==> config.mk <==
export PLATFORM = sky130hd
export DESIGN_NAME = route_sel_top
export DESIGN_NICKNAME = d
export VERILOG_FILES = /design/src/rtl/route_sel_pkg.sv /design/src/rtl/route_sel_min_dirs.sv /design/src/rtl/route_sel_pick.sv /design/src/rtl/route_sel_mis_update.sv /design/src/rtl/route_sel_top.sv
export SDC_FILE = /design/constraint.sdc
export NUM_CORES = 1
export LEC_CHECK = 0
export ABC_CLOCK_PERIOD_IN_PS = 2600
export BUFFER_PORTS_ARGS = -buffer_cell sky130_fd_sc_hd__buf_2
export CAP_MARGIN = 10
export CORE_MARGIN = 3
export CORE_UTILIZATION = 45
export CTS_BUF_LIST = sky130_fd_sc_hd__clkbuf_16
export DETAILED_ROUTE_END_ITERATION = 12
export GPL_TIMING_DRIVEN = 1
export PLACE_DENSITY = 0.78
export SYNTH_ARGS = -nofsm -noshare
export SYNTH_HDL_FRONTEND = slang
export SYNTH_SLANG_ARGS = --single-unit
==> constraint.sdc <==
create_clock -name clk -period 2.6 [get_ports clk]
set_input_delay 0.39 -clock clk [delete_from_list [all_inputs] [get_ports clk]]
set_output_delay 0.39 -clock clk [all_outputs]
set_load 0.02 [all_outputs]
==> src/rtl/route_sel_pkg.sv <==
package route_sel_pkg;
  typedef enum logic [2:0] {
    PORT_LOCAL = 3'd0,
    PORT_XPOS  = 3'd1,
    PORT_XNEG  = 3'd2,
    PORT_YPOS  = 3'd3,
    PORT_YNEG  = 3'd4
  } port_e;

  typedef enum logic {
    CLS_ADAPT = 1'b0,
    CLS_ESC   = 1'b1
  } cls_e;

  localparam int NUM_DIRS = 4;
endpackage

==> src/rtl/route_sel_min_dirs.sv <==
module route_sel_min_dirs #(
  parameter int XW = 2,
  parameter int YW = 2
) (
  input  logic [XW-1:0] cur_x,
  input  logic [YW-1:0] cur_y,
  input  logic [XW-1:0] dst_x,
  input  logic [YW-1:0] dst_y,
  output logic          at_dest,
  output logic [3:0]    min_mask
);
  // bit0 +X, bit1 -X, bit2 +Y, bit3 -Y
  function automatic logic [3:0] dir_mask(input logic [XW-1:0] cx, input logic [YW-1:0] cy,
                                          input logic [XW-1:0] dx, input logic [YW-1:0] dy);
    logic [3:0] m;
    m[0] = dx > cx;
    m[1] = dx < cx;
    m[2] = dy > cy;
    m[3] = dy < cy;
    return m;
  endfunction

  assign min_mask = dir_mask(cur_x, cur_y, dst_x, dst_y);
  assign at_dest  = (cur_x == dst_x) && (cur_y == dst_y);
endmodule

==> src/rtl/route_sel_pick.sv <==
module route_sel_pick
  import route_sel_pkg::*;
(
  input  logic [3:0] min_mask,
  input  logic [3:0] nbr_off,
  input  logic [2:0] in_port,
  input  logic [2:0] ring_port,
  output logic       awake_hit,
  output logic [2:0] awake_port,
  output logic       ring_on_min
);
  logic [3:0] not_back;
  logic [3:0] cand;
  logic [3:0] ring_sel;

  for (genvar i = 0; i < NUM_DIRS; i++) begin : g_dir
    assign not_back[i] = (in_port != 3'(i + 1));
    assign ring_sel[i] = (ring_port == 3'(i + 1));
    assign cand[i]     = min_mask[i] & ~nbr_off[i] & not_back[i];
  end

  // Fixed priority: lowest index wins, so X directions precede Y.
  always_comb begin
    awake_port = PORT_LOCAL;
    for (int i = NUM_DIRS - 1; i >= 0; i--) begin
      if (cand[i]) awake_port = 3'(i + 1);
    end
  end

  assign awake_hit   = |cand;
  assign ring_on_min = |(ring_sel & min_mask & not_back);
endmodule

==> src/rtl/route_sel_mis_update.sv <==
module route_sel_mis_update #(
  parameter int MIS_W      = 3,
  parameter int MIS_THRESH = 2
) (
  input  logic [MIS_W-1:0] cnt_in,
  output logic [MIS_W-1:0] cnt_next,
  output logic             over
);
  localparam logic [MIS_W-1:0] MIS_MAX = {MIS_W{1'b1}};

  function automatic logic [MIS_W-1:0] sat_inc(input logic [MIS_W-1:0] v);
    return (v == MIS_MAX) ? v : v + 1'b1;
  endfunction

  assign cnt_next = sat_inc(cnt_in);
  assign over     = int'(cnt_next) >= MIS_THRESH;
endmodule

==> src/rtl/route_sel_top.sv <==
module route_sel_top
  import route_sel_pkg::*;
#(
  parameter int MESH_X     = 4,
  parameter int MESH_Y     = 4,
  parameter int MIS_W      = 3,
  parameter int MIS_THRESH = 2,
  localparam int XW = (MESH_X > 1) ? $clog2(MESH_X) : 1,
  localparam int YW = (MESH_Y > 1) ? $clog2(MESH_Y) : 1
) (
  input  logic             clk,
  input  logic             rst_n,
  input  logic             req_valid,
  input  logic [XW-1:0]    cur_x,
  input  logic [YW-1:0]    cur_y,
  input  logic [XW-1:0]    dst_x,
  input  logic [YW-1:0]    dst_y,
  input  logic [2:0]       in_port,
  input  logic             vc_class,
  input  logic [MIS_W-1:0] mis_cnt,
  input  logic [3:0]       nbr_off,
  input  logic [2:0]       ring_port,
  output logic             rsp_valid,
  output logic [2:0]       out_port,
  output logic             out_class,
  output logic [MIS_W-1:0] out_mis
);
  localparam logic [MIS_W-1:0] MIS_MAX = {MIS_W{1'b1}};

  logic             at_dest;
  logic [3:0]       min_mask;
  logic             awake_hit;
  logic [2:0]       awake_port;
  logic             ring_on_min;
  logic [MIS_W-1:0] cnt_next;
  logic             over;
  logic             do_mis;
  logic [2:0]       nx_port;
  logic             nx_class;
  logic [MIS_W-1:0] nx_mis;

  route_sel_min_dirs #(.XW(XW), .YW(YW)) i_dirs (
    .cur_x(cur_x), .cur_y(cur_y), .dst_x(dst_x), .dst_y(dst_y),
    .at_dest(at_dest), .min_mask(min_mask)
  );

  route_sel_pick i_pick (
    .min_mask(min_mask), .nbr_off(nbr_off), .in_port(in_port), .ring_port(ring_port),
    .awake_hit(awake_hit), .awake_port(awake_port), .ring_on_min(ring_on_min)
  );

  route_sel_mis_update #(.MIS_W(MIS_W), .MIS_THRESH(MIS_THRESH)) i_mis (
    .cnt_in(mis_cnt), .cnt_next(cnt_next), .over(over)
  );

  assign do_mis = !at_dest && (vc_class == CLS_ADAPT) && !awake_hit && !ring_on_min;

  always_comb begin
    nx_port  = ring_port;
    nx_class = vc_class;
    nx_mis   = mis_cnt;
    if (at_dest) begin
      nx_port = PORT_LOCAL;
    end else if (vc_class == CLS_ESC) begin
      nx_port = ring_port;
    end else if (awake_hit) begin
      nx_port = awake_port;
    end else if (ring_on_min) begin
      nx_port = ring_port;
    end else begin
      nx_mis   = cnt_next;
      nx_class = over ? CLS_ESC : CLS_ADAPT;
    end
  end

  always_ff @(posedge clk) begin
    if (!rst_n) begin
      rsp_valid <= 1'b0;
      out_port  <= '0;
      out_class <= 1'b0;
      out_mis   <= '0;
    end else begin
      rsp_valid <= req_valid;
      if (req_valid) begin
        out_port  <= nx_port;
        out_class <= nx_class;
        out_mis   <= nx_mis;
      end
    end
  end

  AST_VALID_FOLLOW: assert property (@(posedge clk) disable iff (!rst_n)
    req_valid |=> rsp_valid);
  AST_LOCAL_EJECT: assert property (@(posedge clk) disable iff (!rst_n)
    req_valid && at_dest |=> out_port == PORT_LOCAL);
  AST_ESC_STICKY: assert property (@(posedge clk) disable iff (!rst_n)
    req_valid && vc_class && !at_dest |=> out_class && out_port == $past(ring_port));
  AST_NO_UTURN: assert property (@(posedge clk) disable iff (!rst_n)
    req_valid && !at_dest && (ring_port != in_port) |=> out_port != $past(in_port));
  AST_MIS_TO_ESC: assert property (@(posedge clk) disable iff (!rst_n)
    req_valid && do_mis && over |=> out_class == CLS_ESC);
  AST_CNT_STEP: assert property (@(posedge clk) disable iff (!rst_n)
    req_valid |=> (out_mis == $past(mis_cnt)) || (int'(out_mis) == int'($past(mis_cnt)) + 1));
  AST_CNT_SAT: assert property (@(posedge clk) disable iff (!rst_n)
    req_valid && mis_cnt == MIS_MAX |=> out_mis == MIS_MAX);
endmodule

* Word level (Yosys, flattened, before mapping) *
Index checks and enable logic that the tools add are counted.
W data, S select, Z words.

storage, ports and cells
  bits in latches = 0
  word-level logic and storage cells = 55
  bits in writable memories = 0
  register bits = 8
  output and inout port bits = 8
  memory bits (read-only) = 0
  memories = 0

operators by class
  multiply operators = 0
  div/mod/pow operators = 0
  shift operators = 0
  reductions and logical operators = 3
  equality and inequality tests = 11
  bitwise logic cells = 14
  add/sub/neg operators = 1
  muxes and demuxes = 17
  $lt $le $gt $ge = 5

operators by type and width
  cell                   count
  $mux W3                12
  $and A1 B1 Y1          8
  $and A4 B4 Y4          2
  $reduce_or A4 Y1       2
  $eq A3 B2 Y1 const B   2
  $eq A3 B3 Y1 const B   2
  $ne A3 B2 Y1 const B   2
  $mux W1                5
  $eq A2 B2 Y1           2
  $gt A2 B2 Y1           2
  $lt A2 B2 Y1           2
  $not A1 Y1             4
  $add A3 B1 Y3 const B  1
  $eq A3 B1 Y1 const B   1
  $ge A3 B2 Y1 const B   1
  $ne A3 B1 Y1 const B   1
  $ne A3 B3 Y1 const B   1
  $logic_and A1 B1 Y1    1

* Depth between registers and ports, before layout *
  word-level depth = 10
  gate-level depth with buffers = 8

* Cells and area by module *
From an unflattened synthesis, not the netlist that was laid out.

unflattened totals
  cell total of the unflattened synthesis = 82
  area total of the unflattened synthesis = 721.9 um^2

modules (own cells, without submodules)
  module                area each (um^2)  cells each  times used
  route_sel_top         347.8             36          1
  route_sel_pick        178.9             25          1
  route_sel_min_dirs    140.1             15          1
  route_sel_mis_update  55.1              6           1

* Worst setup path after synthesis *
Ideal clock, no wire load.

  kind = input -> register
  start point = input cur_x[1]
  end point = register out_mis[2]
  cell stages on the path = 8
  library setup time = 0.122 ns
  arrival time = 1.994 ns
  buffers on the path = 0
  required time = 2.478 ns
  path slack = 0.484 ns
  cells stage by stage = inv_1 -> ha_1 -> and2b_2 -> or4_1 -> o2111ai_2 -> nor3_1 -> a311oi_1 -> nor2_1

between the ends
  longest elaborated chain between the ends = 8

RTL lines
  item                                          line                                                RTL
  from (decl)                                   route_sel_top.sv:14                                 input logic [XW-1:0] cur_x,
  $gt A2 B2 Y1 or $lt A2 B2 Y1 (tied branches)  route_sel_min_dirs.sv:16, route_sel_min_dirs.sv:17
  $and A4 B4 Y4 (2 in series)                   route_sel_pick.sv:31                                assign ring_on_min = |(ring_sel & min_mask & not_back);
  $reduce_or A4 Y1                              route_sel_pick.sv:31
  $mux W3                                       route_sel_top.sv:68                                 end else if (ring_on_min) begin
  $mux W3                                       route_sel_top.sv:66                                 end else if (awake_hit) begin
  $mux W3                                       route_sel_top.sv:64                                 end else if (vc_class == CLS_ESC) begin
  $mux W3 *                                     route_sel_top.sv:62                                 if (at_dest) begin
  to (signal assigned)                          route_sel_top.sv:87                                 out_mis <= nx_mis;
  to (decl)                                     route_sel_top.sv:26                                 output logic [MIS_W-1:0] out_mis

Every way passes the cells marked *; elsewhere a longest branch is shown, timed or not.
A chain may end at the register's enable or synchronous reset.

* Worst setup path after layout *
  start point = input cur_x[1]
  end point = register out_mis[1]

The elaborated chain is that of the path after synthesis.

==> results.tsv <==
metric	value	unit
cp_cell_sequence	buf_2 -> inv_1 -> ha_1 -> and2b_2 -> o211ai_2 -> o2111ai_2 -> nor4b_4 -> mux2i_1 -> o22ai_1	
synth_area	699.4	um2
outcome	finished clean	
cts-root-buf	clkbuf_16	
fin_nets	147	
fin_skew	0	ns
drt_first_pass_iters	4	
synth.avg_cell_area	8.635	um2
rows	13	
slew_viol_final	0	
ys_seq_area_share	22.90	%
io_buffers	32	
rsz0062_at_grt	no	
holdBufCountCts	0	
slowest_delay	0.33	ns
fin_tns_setup	0	ns
fin_crit	2.116	ns
p_per_area	574.6	nW/um2
fmaxAchievable	0.4725	GHz
p_sw_share	26.83	%
grt_pass1_vias	677	
finalHoldViolations	0	
grt_max_degree	11	
wire_per_inst	14.35	um
critPathCaptureType	flip-flop	
yosysWarnings	0	
p_int	0.3961	mW
hold_class	in2reg	
max_slew_margin	75.75	%
instances_no_fill	130	
layout-drive-gt1-share	36.52	%
dp_hpwl	1.496	mm
cp_num_buf_inv	2	
crit_family	compound AO/OA/AOI/OAI gates	
initial_core_util	50.59	%
final_cell_mix	buf_2, dfxtp_1, inv_1	
fillCellCount	113	
synth_top_family_by_area	compound AO/OA/AOI/OAI gates	
synth_edf_count	0	
muxShareOfSynthArea	1.431	%
drt-initial-drc-count	22	
seqCellArea	160.2	um2
ctsHtreeMaxLevel	1	
drc	0	
cp_max_fo	5	
antenna_cells	0	
cpMaxStageDelayCell	ha_1	
cts_setup_buffers	0	
max-cap-violations	0	
leakagePower	0.4430	nW
synth_cell_types	39	
cts_resized	0	
crit_type	in2reg	
grt.overflow.total	0	
setup_slack	0.4837	ns
numPlacedInstances	127	
p_switching	0.1453	mW
routed_via_density	5.792	
clk_path_buf_depth	2	
pre_cts_ws	0.2512	ns
grt_pass1_wl	2.918	mm
synth-seq-cells	8	
syn2layout_area_growth	34.70	%
synth_compound_area_share	30.41	%
chipHeight	45.43	um
gp_congestion	0.7649	
synthAdderAreaFrac	8.945	%
pwr-share-clk	47.2	%
clk_pin_slew	0.03	ns
cts_sinks	8	
vias	753	
async_reset_ff_share	0	%
die_w	45.43	um
ant_nets	0	
synth_ff_type	dfxtp_1	
core	1383	um2
critPathLaunchType	input port	
comb_power_share	27.4	%
period_share	81.40	%
clkLatencyLatePin	0.23	ns
peakVddDrop	0.0005472	V
synth-simple-area-share	29.70	%
final_common_cell	buf_2	
final-setup-viol-count	0	
cp.required	2.71	ns
crit_arrival	2.23	ns
syn_inst	81	
grt_usage	19.89	%
numCtsBuffers	3	
placed_area	867.1	um2
wirelength	1.865	mm
cts_tree	yes	
design_area	942.2	um2
power_frac_seq	25.4	%
die-area	2063	um2
synth_nets	111	
tightest_slew	0.3630	ns
multiInputGateArea	501.7	um2
num_io_pins	33	
antenna_found_initial	0	
synth-xor-area-share	1.252	%
final cells by class:
cell class	instances	area share (%)
Multi-Input combinational cell	65	53.25
Sequential cell	8	17.00
Timing Repair Buffer	32	17.00
Clock buffer	3	7.968
Inverter	7	2.789
Tap cell	15	1.992
stage by stage:
stage                     total power, mW  utilization [%]  hold WS [ns]
after floorplan                    0.2370                -        0.5062
after global placement             0.2818            62.71        0.4574
after detailed placement           0.2856            62.71        0.4611
after CTS                          0.5476            68.14        0.4305
after global routing               0.5726            68.14        0.4478
final                              0.5414            68.14        0.4349
routing by layer:
layer | vias to the layer above | track usage [%] | wire (um)
li1 | 382 | - | -
met1 | 332 | 24.82 | 802
met2 | 37 | 30.36 | 886
met3 | 2 | 7.905 | 163
met4 | 0 | 7.602 | 12
met5 | - | 0 | 0
final timing paths:
path              slack (ns)                     start                        to  cells past startpoint
setup / recovery        0.48                  cur_x[1]   out_mis[1]$_SDFFE_PN0P_                      9
hold / removal          0.43                mis_cnt[2]   out_mis[2]$_SDFFE_PN0P_                      3
setup reg to reg        1.90  out_port[2]$_SDFFE_PN0P_  out_port[2]$_SDFFE_PN0P_                      2
hold reg to reg         0.47   out_mis[1]$_SDFFE_PN0P_   out_mis[1]$_SDFFE_PN0P_                      2
synth_stat cells, types with 2 or more instances:
cell type	count	area (um2)
dfxtp_1	8	160.2
inv_1	7	26.28
nand2_1	6	22.52
ha_1	5	62.56
o21ai_0	5	25.02
a21oi_1	4	20.02
nor4_1	4	25.02
nor3b_1	3	22.52
and2_1	2	12.51
and2b_2	2	17.52
nand2b_1	2	12.51
nand3b_1	2	15.01
nor2_1	2	7.510
o2bb2ai_1	2	17.52
o31ai_1	2	15.01
or4_1	2	15.01
worst register-to-register path, stage by stage, from the launching register on:
cell,delay (ns)
dfxtp_1,0.29
nor2b_1,0.12
o21a_1,0.18
flip-flops by register name, summed over array words and instances (netlist names):
register   flops
out_mis        3
rsp_valid      1
out_class      1
out_port       3
power groups by stage:
stage               logic [mW]  registers [mW]  clock network (mW)
floorplan               0.0864           0.151                   0
global placement         0.143           0.138                   0
detailed placement       0.147           0.139                   0
CTS                      0.148           0.137               0.262
global route             0.163           0.138               0.271
finish                   0.148           0.137               0.256
cells by family (layout without fill, tap and decap cells):
kind of cell,after synthesis,in the layout
AND/OR/NAND/NOR,31,31
AO/OA/AOI/OAI,27,27
flip-flops,8,8
buffers and inverters,8,42
adder cells (fa/ha/maj),5,5
XOR/XNOR,1,1
multiplexers,1,1
Power figures use the tool's default switching activity.
